## src/rtl/cmp_match_unit.sv

```systemverilog
`timescale 1ns/1ps
module cmp_match_unit #(
  parameter int BW = 8
) (
  input  logic          clk,
  input  logic          rst_n,
  input  logic [2*BW-1:0] timer_val,
  input  logic          cmp_lo_we,
  input  logic          cmp_hi_we,
  input  logic [BW-1:0] wr_byte,
  input  logic          mode_we,
  input  logic [3:0]    mode_in,
  input  logic          flag_clr,
  output logic          pin_out,
  output logic          match_flag
);
  localparam int TW = 2 * BW;
  localparam logic [3:0] M_CLR  = 4'b1000;
  localparam logic [3:0] M_SET  = 4'b1001;
  localparam logic [3:0] M_FLAG = 4'b1010;
  localparam logic [3:0] M_TGL  = 4'b1011;

  logic [TW-1:0] cmp_q;
  logic [3:0]    mode_q;
  logic          eq_q;

  wire eq     = (cmp_q == timer_val);
  wire hit    = eq && !eq_q;
  wire active = mode_q[3] && !mode_q[2];
  wire fire   = hit && active && !mode_we;

  always_ff @(posedge clk) begin
    if (!rst_n) begin
      cmp_q  <= '0;
      mode_q <= '0;
      eq_q   <= 1'b0;
    end else begin
      eq_q <= eq;
      if (cmp_lo_we) cmp_q[BW-1:0]  <= wr_byte;
      if (cmp_hi_we) cmp_q[TW-1:BW] <= wr_byte;
      if (mode_we)   mode_q <= mode_in;
    end
  end

  always_ff @(posedge clk) begin
    if (!rst_n) begin
      pin_out <= 1'b0;
    end else if (mode_we) begin
      case (mode_in)
        M_CLR:         pin_out <= 1'b1;
        M_SET:         pin_out <= 1'b0;
        M_FLAG, M_TGL: pin_out <= pin_out;
        default:       pin_out <= 1'b0;
      endcase
    end else if (fire) begin
      case (mode_q)
        M_CLR:   pin_out <= 1'b0;
        M_SET:   pin_out <= 1'b1;
        M_TGL:   pin_out <= ~pin_out;
        default: pin_out <= pin_out;
      endcase
    end
  end

  always_ff @(posedge clk) begin
    if (!rst_n)        match_flag <= 1'b0;
    else if (fire)     match_flag <= 1'b1;
    else if (flag_clr) match_flag <= 1'b0;
  end

  AST_PRESET_HIGH: assert property (@(posedge clk) disable iff (!rst_n)
    (mode_we && mode_in == M_CLR) |=> pin_out);
  AST_FLAG_STICKY: assert property (@(posedge clk) disable iff (!rst_n)
    (match_flag && !flag_clr) |=> match_flag);
  AST_PRESET_LOW: assert property (@(posedge clk) disable iff (!rst_n)
    (mode_we && mode_in == M_SET) |=> !pin_out);
  AST_NO_REFIRE: assert property (@(posedge clk) disable iff (!rst_n)
    (!mode_we && eq && eq_q) |=> pin_out == $past(pin_out));
  AST_OFF_SILENT: assert property (@(posedge clk) disable iff (!rst_n)
    (!active && !mode_we && !match_flag) |=> !match_flag);
  AST_CLR_LOSES: assert property (@(posedge clk) disable iff (!rst_n)
    (fire && flag_clr) |=> match_flag);
endmodule

```

## config.mk

```make
export PLATFORM = sky130hd
export DESIGN_NAME = cmp_match_unit
export DESIGN_NICKNAME = d
export VERILOG_FILES = /design/src/rtl/cmp_match_unit.sv
export SDC_FILE = /design/constraint.sdc
export NUM_CORES = 1
export LEC_CHECK = 0
export CAP_MARGIN = 20
export CORE_UTILIZATION = 30
export CTS_CLUSTER_SIZE = 28
export DETAILED_ROUTE_END_ITERATION = 12
export PLACE_DENSITY_LB_ADDON = 0.12
export SLEW_MARGIN = 20
export SYNTH_ARGS = -nofsm -noshare
export SYNTH_HDL_FRONTEND = slang
export SYNTH_SLANG_ARGS = --single-unit
```

## constraint.sdc

```tcl
create_clock -name clk -period 1.65 [get_ports clk]
set_input_delay 0.495 -clock clk [delete_from_list [all_inputs] [get_ports clk]]
set_output_delay 0.495 -clock clk [all_outputs]
set_load 0.01 [all_outputs]
```

==> results of run 1 <==
what timing repair did:
item,4_1_cts,5_1_grt
gates cloned,0,0
resized for setup,5,7
pin swaps,7,6
setup endpoints to repair,2,3
stage by stage:
step                      worst slack (ns)  instances  TNS, ns  utilization, %
final                               0.0891        199        0            49.0
after global routing               -0.0213        199  -0.0213            49.0
after CTS                          0.00884        199        0            48.3
after detailed placement            -0.301        195   -0.817            47.2
after global placement              -0.259        195   -0.681            47.2
after floorplan                      0.298        108        0               -
worst reg2reg max path, stage by stage, from the launching register on:
cell	delay, ns
dfxtp_1	0.32
nor2b_1	0.13
nor4b_2	0.20
o22ai_1	0.11
a222oi_1	0.36
a21oi_1	0.11
final cells by class:
type / instances / area, um^2 / area share [%]
timing repair buffer: 46 / 479 / 28.4
multi-input combinational: 79 / 638 / 37.9
clock inverter: 1 / 5.00 / 0.297
sequential: 23 / 460 / 27.3
clock buffer: 3 / 41.3 / 2.45
inverter: 1 / 3.75 / 0.223
tap: 46 / 57.6 / 3.41
placed cells by master, fill, tap and decap left out:
| cell type | n |
|---|---|
| nor3b_1 | 1 |
| nor2b_1 | 23 |
| dlymetal6s2s_1 | 6 |
| o21ai_1 | 1 |
| buf_12 | 3 |
| nand2b_1 | 2 |
| a21oi_1 | 3 |
| dfxtp_1 | 23 |
| clkbuf_8 | 3 |
| a21boi_0 | 1 |
| clkdlybuf4s50_1 | 24 |
| and2_1 | 1 |
| nand4_1 | 4 |
| xnor2_1 | 16 |
| o22ai_1 | 2 |
| mux2i_1 | 19 |
| a21boi_1 | 1 |
| nor4b_2 | 2 |
| buf_4 | 8 |
| nand2_1 | 1 |
| nor4_4 | 1 |
| inv_1 | 1 |
| clkinv_2 | 1 |
| a222oi_1 | 1 |
| dlygate4sd2_1 | 5 |
per-layer routing:
layer  GRT usage, %  part of all wire [%]  up-vias  wire (um)
li1               -                     -      458          -
met1           14.8                    44      397       1050
met2           21.6                    50       22       1170
met3           2.72                   4.7        2        110
met4           5.23                   1.0        0         24
met5              0                     0        -          0
logic make-up (layout without fill, tap and decap cells):
logic type / Yosys count / count (layout) / share of synthesized area [%]
buffers and inverters: 6 / 51 / 2.46
AND/OR/NAND/NOR: 35 / 35 / 21.8
AO/OA/AOI/OAI: 9 / 9 / 5.14
XOR/XNOR: 16 / 16 / 12.5
multiplexers: 19 / 19 / 17.0
flip-flops: 23 / 23 / 41.1
cells in the mapped netlist:
master / instances
dfxtp_1: 23
nand4_1: 4
mux2i_1: 19
nor3b_1: 1
a21boi_1: 1
a222oi_1: 1
nand2_1: 1
o21ai_1: 1
a21oi_1: 3
and2_1: 1
inv_1: 1
nor4b_1: 1
nor4_4: 1
buf_2: 4
nor2b_1: 23
o22ai_1: 2
nand2b_1: 2
a21boi_0: 1
clkbuf_1: 1
nor4b_2: 1
xnor2_1: 16
state kept, by name, indices dropped and copies added (netlist names):
name,count
mode_q,4
pin_out,1
eq_q,1
match_flag,1
cmp_q,16
worst min path at each step:
stage / slack, ns / to / startpoint
after global routing: 0.52 / mode_q[1]$_SDFFE_PN0P_ / mode_q[1]$_SDFFE_PN0P_
after floorplan: 0.45 / mode_q[1]$_SDFFE_PN0P_ / mode_q[1]$_SDFFE_PN0P_
after global placement: 0.47 / mode_q[1]$_SDFFE_PN0P_ / mode_q[1]$_SDFFE_PN0P_
after detailed placement: 0.47 / mode_q[1]$_SDFFE_PN0P_ / mode_q[1]$_SDFFE_PN0P_
after CTS: 0.49 / mode_q[1]$_SDFFE_PN0P_ / mode_q[1]$_SDFFE_PN0P_
final: 0.48 / mode_q[1]$_SDFFE_PN0P_ / mode_q[1]$_SDFFE_PN0P_
power by group through the flow:
stage / sequential (mW) / combinational (mW) / clock, mW
3_5_place_dp: 0.618 / 0.250 / 0
5_1_grt: 0.608 / 0.262 / 0.378
3_3_place_gp: 0.617 / 0.246 / 0
2_1_floorplan: 0.613 / 0.117 / 0
4_1_cts: 0.605 / 0.247 / 0.356
6_report: 0.605 / 0.242 / 0.343
==> reports/qor.yml, run 1 <==
path_depth: 6
crit_family: "buffers and inverters"
cts_htree_levels: 1
clockPowerShare_pct: 28.9
relSlewSlack_pct: 80.4
critPathKind: "in2reg"
hold_buffers: 0
postSynthRegisterBits: 23
holdCritPathClass: "reg2reg"
cp.arrival_ns: 1.76
place_area_um2: 1620
die_x_um: 63.1
cp.required_ns: 1.85
drv_slew: 0
vias: 879
avgSynthCellArea_um2: 10.4
synth_cell_types: 21
outcome: "complete, no violations"
hold_violations: 0
coreArea_um2: 3440
portBuffers: 35
grt_max_degree: 24
seq_power_share_pct: 50.8
ctsRootBufferMaster: "clkbuf_8"
synth_top_area_share_pct: 41.1
nFillCells: 341
crit_path_max_fanout: 4
switching_share_pct: 23.3
grt_pass1_wl_um: 3910
layout.nets: 188
rr_worst_depth: 5
post-route-drc-count: 0
gp_congestion: 0.740
p_leak_nw: 0.717
drtIter0Drc: 46
p_int_mw: 0.913
worstReg2RegStart: "mode_q[1]$_SDFFE_PN0P_"
cts_max_path_buffers: 2
rsz0062_at_grt: "yes"
via_per_inst: 4.42
grt_overflow: 0
ys_warn_count: 0
cts_tree: "done"
grt_pass1_vias: 896
period_share_pct: 94.6
syn-num-nets: 142
max_freq_mhz: 641
dieArea_um2: 3980
startpoint: "timer_val[12]"
p_switching_mw: 0.277
maxCapViolCount: 0
critPathBufInv: 1
p_comb_share_pct: 20.3
diodes: 0
postLayoutCellArea_um2: 1690
period_needed_ns: 1.56
antenna_left: 0
clk_latency_ns: 0.26
area_growth_pct: 50.5
power_density_nw_per_um2: 706
cts.clk_slew.worst_paths_ns: 0.08
clock_sinks: 23
finalSetupViolCount: 0
synth_cells: 108
r2r_setup_slack_ns: 0.32
ys_seq_area_share_pct: 41.1
synthTopCellsByArea: "dfxtp_1 41%, mux2i_1 17%, nor2b_1 13%, xnor2_1 13%, nand4_1 2.2%"
row_count: 21
drive_above_1_share_pct: 11.8
die_h_um: 63.1
antenna_found_initial: 0
syn-cell-area_um2: 1120
drt_first_pass_iters: 4
numCtsBuffers: 3
path_cells: "clkdlybuf4s50_1, xnor2_1, nand4_1, nor4_4, o21ai_1, a21oi_1"
ioPinCount: 36
tightest_slew_ns: 0.294
startpoint_type: "input port"
hold_ws_ns: 0.483
slowest_stage: "clkdlybuf4s50_1"
holdPathStages: 2
grtUsageTotal_pct: 12.5
r2r-end: "pin_out$_SDFFE_PN0P_"
start_util_pct: 32.5
synth_largest_area_cell: "dfxtp_1"
wl_per_cell_um: 11.8
skew_ns: 0.00608
total_power_mw: 1.19
wirelength_um: 2360
crit_end: "pin_out$_SDFFE_PN0P_"
irDropWorstVdd_v: 0.000368
hpwl_um: 1830
cts_setup_buffers: 0
endpoint_kind: "flip-flop"
slowest_delay_ns: 0.49
Power figures use the tool's default switching activity.
==> inputs of run 2 (changes only) <==
--- a/config.mk
+++ b/config.mk
@@ -6,6 +6,7 @@
 export NUM_CORES = 1
 export LEC_CHECK = 0
 export CAP_MARGIN = 20
+export CORE_MARGIN = 2
 export CORE_UTILIZATION = 30
 export CTS_CLUSTER_SIZE = 28
 export DETAILED_ROUTE_END_ITERATION = 12
==> constraint.sdc (replaced) <==
create_clock -name clk -period 1.6 [get_ports clk]
set_input_delay 0.48 -clock clk [delete_from_list [all_inputs] [get_ports clk]]
set_output_delay 0.48 -clock clk [all_outputs]
set_load 0.01 [all_outputs]
==> run 2 against run 1 <==
Net effect: core utilization down 3.0 points; hold slack gained 0.0056 ns; clock-buffer cell count up 1; die area rose by 6.4%; combinational power barely moved; routed wire length decreased by 3.7%; setup slack gained 0.016 ns; clock skew is 0.0046 ns lower; non-clock buffer count shrank 2; final area shrank 0.97%; clock power is 1% higher; critical path type unchanged; largest cell class unchanged.
==> reports/qor.yml, run 2 (same netlist as run 1, synthesis figures left out) <==
outcome: "complete, no violations"
instances_no_fill: 199
ctsRootBufferMaster: "clkbuf_8"
endpoint_kind: "flip-flop"
crit_path_max_fanout: 4
vias: 866
rsz0062_at_grt: "no"
irDropWorstVdd_v: 0.000419
drv_slew: 0
hold_start: "mode_q[1]$_SDFFE_PN0P_"
r2r_setup_slack_ns: 0.25
hpwl_um: 1740
row_count: 22
numCtsBuffers: 3
max_freq_mhz: 669
portBuffers: 35
maxCapViolCount: 0
final_cell_mix: "23 x nor2b_1, 22 x dfxtp_1, 20 x clkdlybuf4s50_1"
startpoint_type: "input port"
holdCritPathClass: "reg2reg"
tightest_slew_ns: 0.300
ioPinCount: 36
cts.clk_slew.worst_paths_ns: 0.08
period_share_pct: 93.5
place_area_um2: 1610
antenna_found_initial: 0
largest_register_ffs: 16
gp_congestion: 0.714
grt_overflow: 0
mostFrequentLayoutCell: "nor2b_1"
cts_tree: "done"
via_per_inst: 4.35
topRoutingLayerUsed: "met4"
hold_ws_ns: 0.488
r2r-end: "pin_out$_SDFFE_PN0P_"
wirelength_um: 2270
postLayoutCellArea_um2: 1670
post-route-drc-count: 0
dieArea_um2: 4240
cts_max_path_buffers: 2
regMostFlops: "cmp_q"
drtIter0Drc: 29
die_x_um: 65.1
cts_htree_levels: 1
finalSetupViolCount: 0
wl_per_cell_um: 11.4
antenna_left: 0
clock_sinks: 23
clk_latency_ns: 0.26
grt_pass1_wl_um: 3690
top_regs: "cmp_q x16, mode_q x4"
dp_cells: 195
start_util_pct: 30.8
hold_violations: 0
grtUsageTotal_pct: 11.4
period_needed_ns: 1.50
die_h_um: 65.1
holdPathStages: 2
drive_above_1_share_pct: 11.3
grt_max_degree: 24
coreArea_um2: 3630
p_leak_nw: 0.699
total_power_mw: 1.21
min_to: "mode_q[1]$_SDFFE_PN0P_"
rr_worst_depth: 5
relSlewSlack_pct: 80.0
met3WireLength_um: 88
drt_first_pass_iters: 4
grt_pass1_vias: 814
cp.arrival_ns: 1.69
area_growth_pct: 49.1
layout.nets: 186
skew_ns: 0.00152
power_density_nw_per_um2: 727
cp.required_ns: 1.80
worstReg2RegStart: "mode_q[1]$_SDFFE_PN0P_"
met1_length_um: 1060
diodes: 0
met2_length_um: 1090
critPathKind: "in2reg"
==> run 2: cell types whose count changed in the layout (fill, tap and decap cells not counted), sizes merged <==
| cell | change |
|---|---|
| clkinv | -1 |
| clkdlybuf4s50 | -4 |
| dlygate4sd2 | +5 |
| buf | -2 |
| clkbuf | +1 |
| dlymetal6s2s | -1 |
==> run 2: layout make-up <==
type	count	area, um^2
timing repair buffer	44	455
inverter	1	3.75
tap	48	60.1
clock buffer	4	45.0
fill	373	1960
sequential	23	462
multi-input combinational	79	643
==> run 2: what timing repair did <==
item	4_1_cts	5_1_grt
gates cloned	0	0
hold buffers	0	0
pin swaps	10	3
setup endpoints to repair	4	2
resized for setup	12	6
buffers inserted	0	0
==> run 2: layer usage <==
layer  global-route usage [%]  vias to the layer above
met5                        0                        -
met4                     4.69                        0
met3                     2.05                        4
met2                     19.5                       21
met1                     14.1                      388
li1                         -                      453
==> run 2: how the worst max path moves through the flow <==
stage	start	endpoint	slack [ns]	cells past startpoint
6_report	timer_val[8]	match_flag$_SDFFE_PN0P_	0.10	6
5_1_grt	timer_val[8]	match_flag$_SDFFE_PN0P_	0.002	6
2_1_floorplan	timer_val[10]	pin_out$_SDFFE_PN0P_	0.26	5
3_5_place_dp	timer_val[10]	pin_out$_SDFFE_PN0P_	-0.34	6
4_1_cts	timer_val[13]	match_flag$_SDFFE_PN0P_	0.003	6
3_3_place_gp	mode_we	match_flag$_SDFFE_PN0P_	-0.34	5
==> run 2: where the power goes <==
group	switching [mW]	internal, mW	total (mW)	leakage, nW
sequential	0.0203	0.603	0.623	0.190
clock	0.170	0.177	0.347	0.0228
combinational	0.0837	0.159	0.243	0.486
total	0.274	0.939	1.21	0.699
==> run 2: critical path, cell delays in order <==
cell and delay (ns):
clkdlybuf4s50_1 0.47, xnor2_1 0.12, nand4_1 0.17, nor4_4 0.23, a21oi_1 0.11, nor2b_1 0.11
==> run 2: metrics by stage <==
step / setup WS (ns) / setup TNS, ns / util (%)
after floorplan: 0.263 / 0 / -
after global placement: -0.344 / -0.926 / 44.4
after detailed placement: -0.341 / -1.00 / 44.4
after global routing: 0.00204 / 0 / 45.9
final: 0.105 / 0 / 45.9
after CTS: 0.00261 / 0 / 45.4
==> inputs of run 3 (changes only) <==
--- a/config.mk
+++ b/config.mk
@@ -11,7 +11,7 @@
 export CTS_CLUSTER_SIZE = 28
 export DETAILED_ROUTE_END_ITERATION = 12
 export PLACE_DENSITY_LB_ADDON = 0.12
-export SLEW_MARGIN = 20
+export SLEW_MARGIN = 15
 export SYNTH_ARGS = -nofsm -noshare
 export SYNTH_HDL_FRONTEND = slang
 export SYNTH_SLANG_ARGS = --single-unit
==> results of run 3 <==
No change in the layout: final DEF, timing and power equal those of run 2.
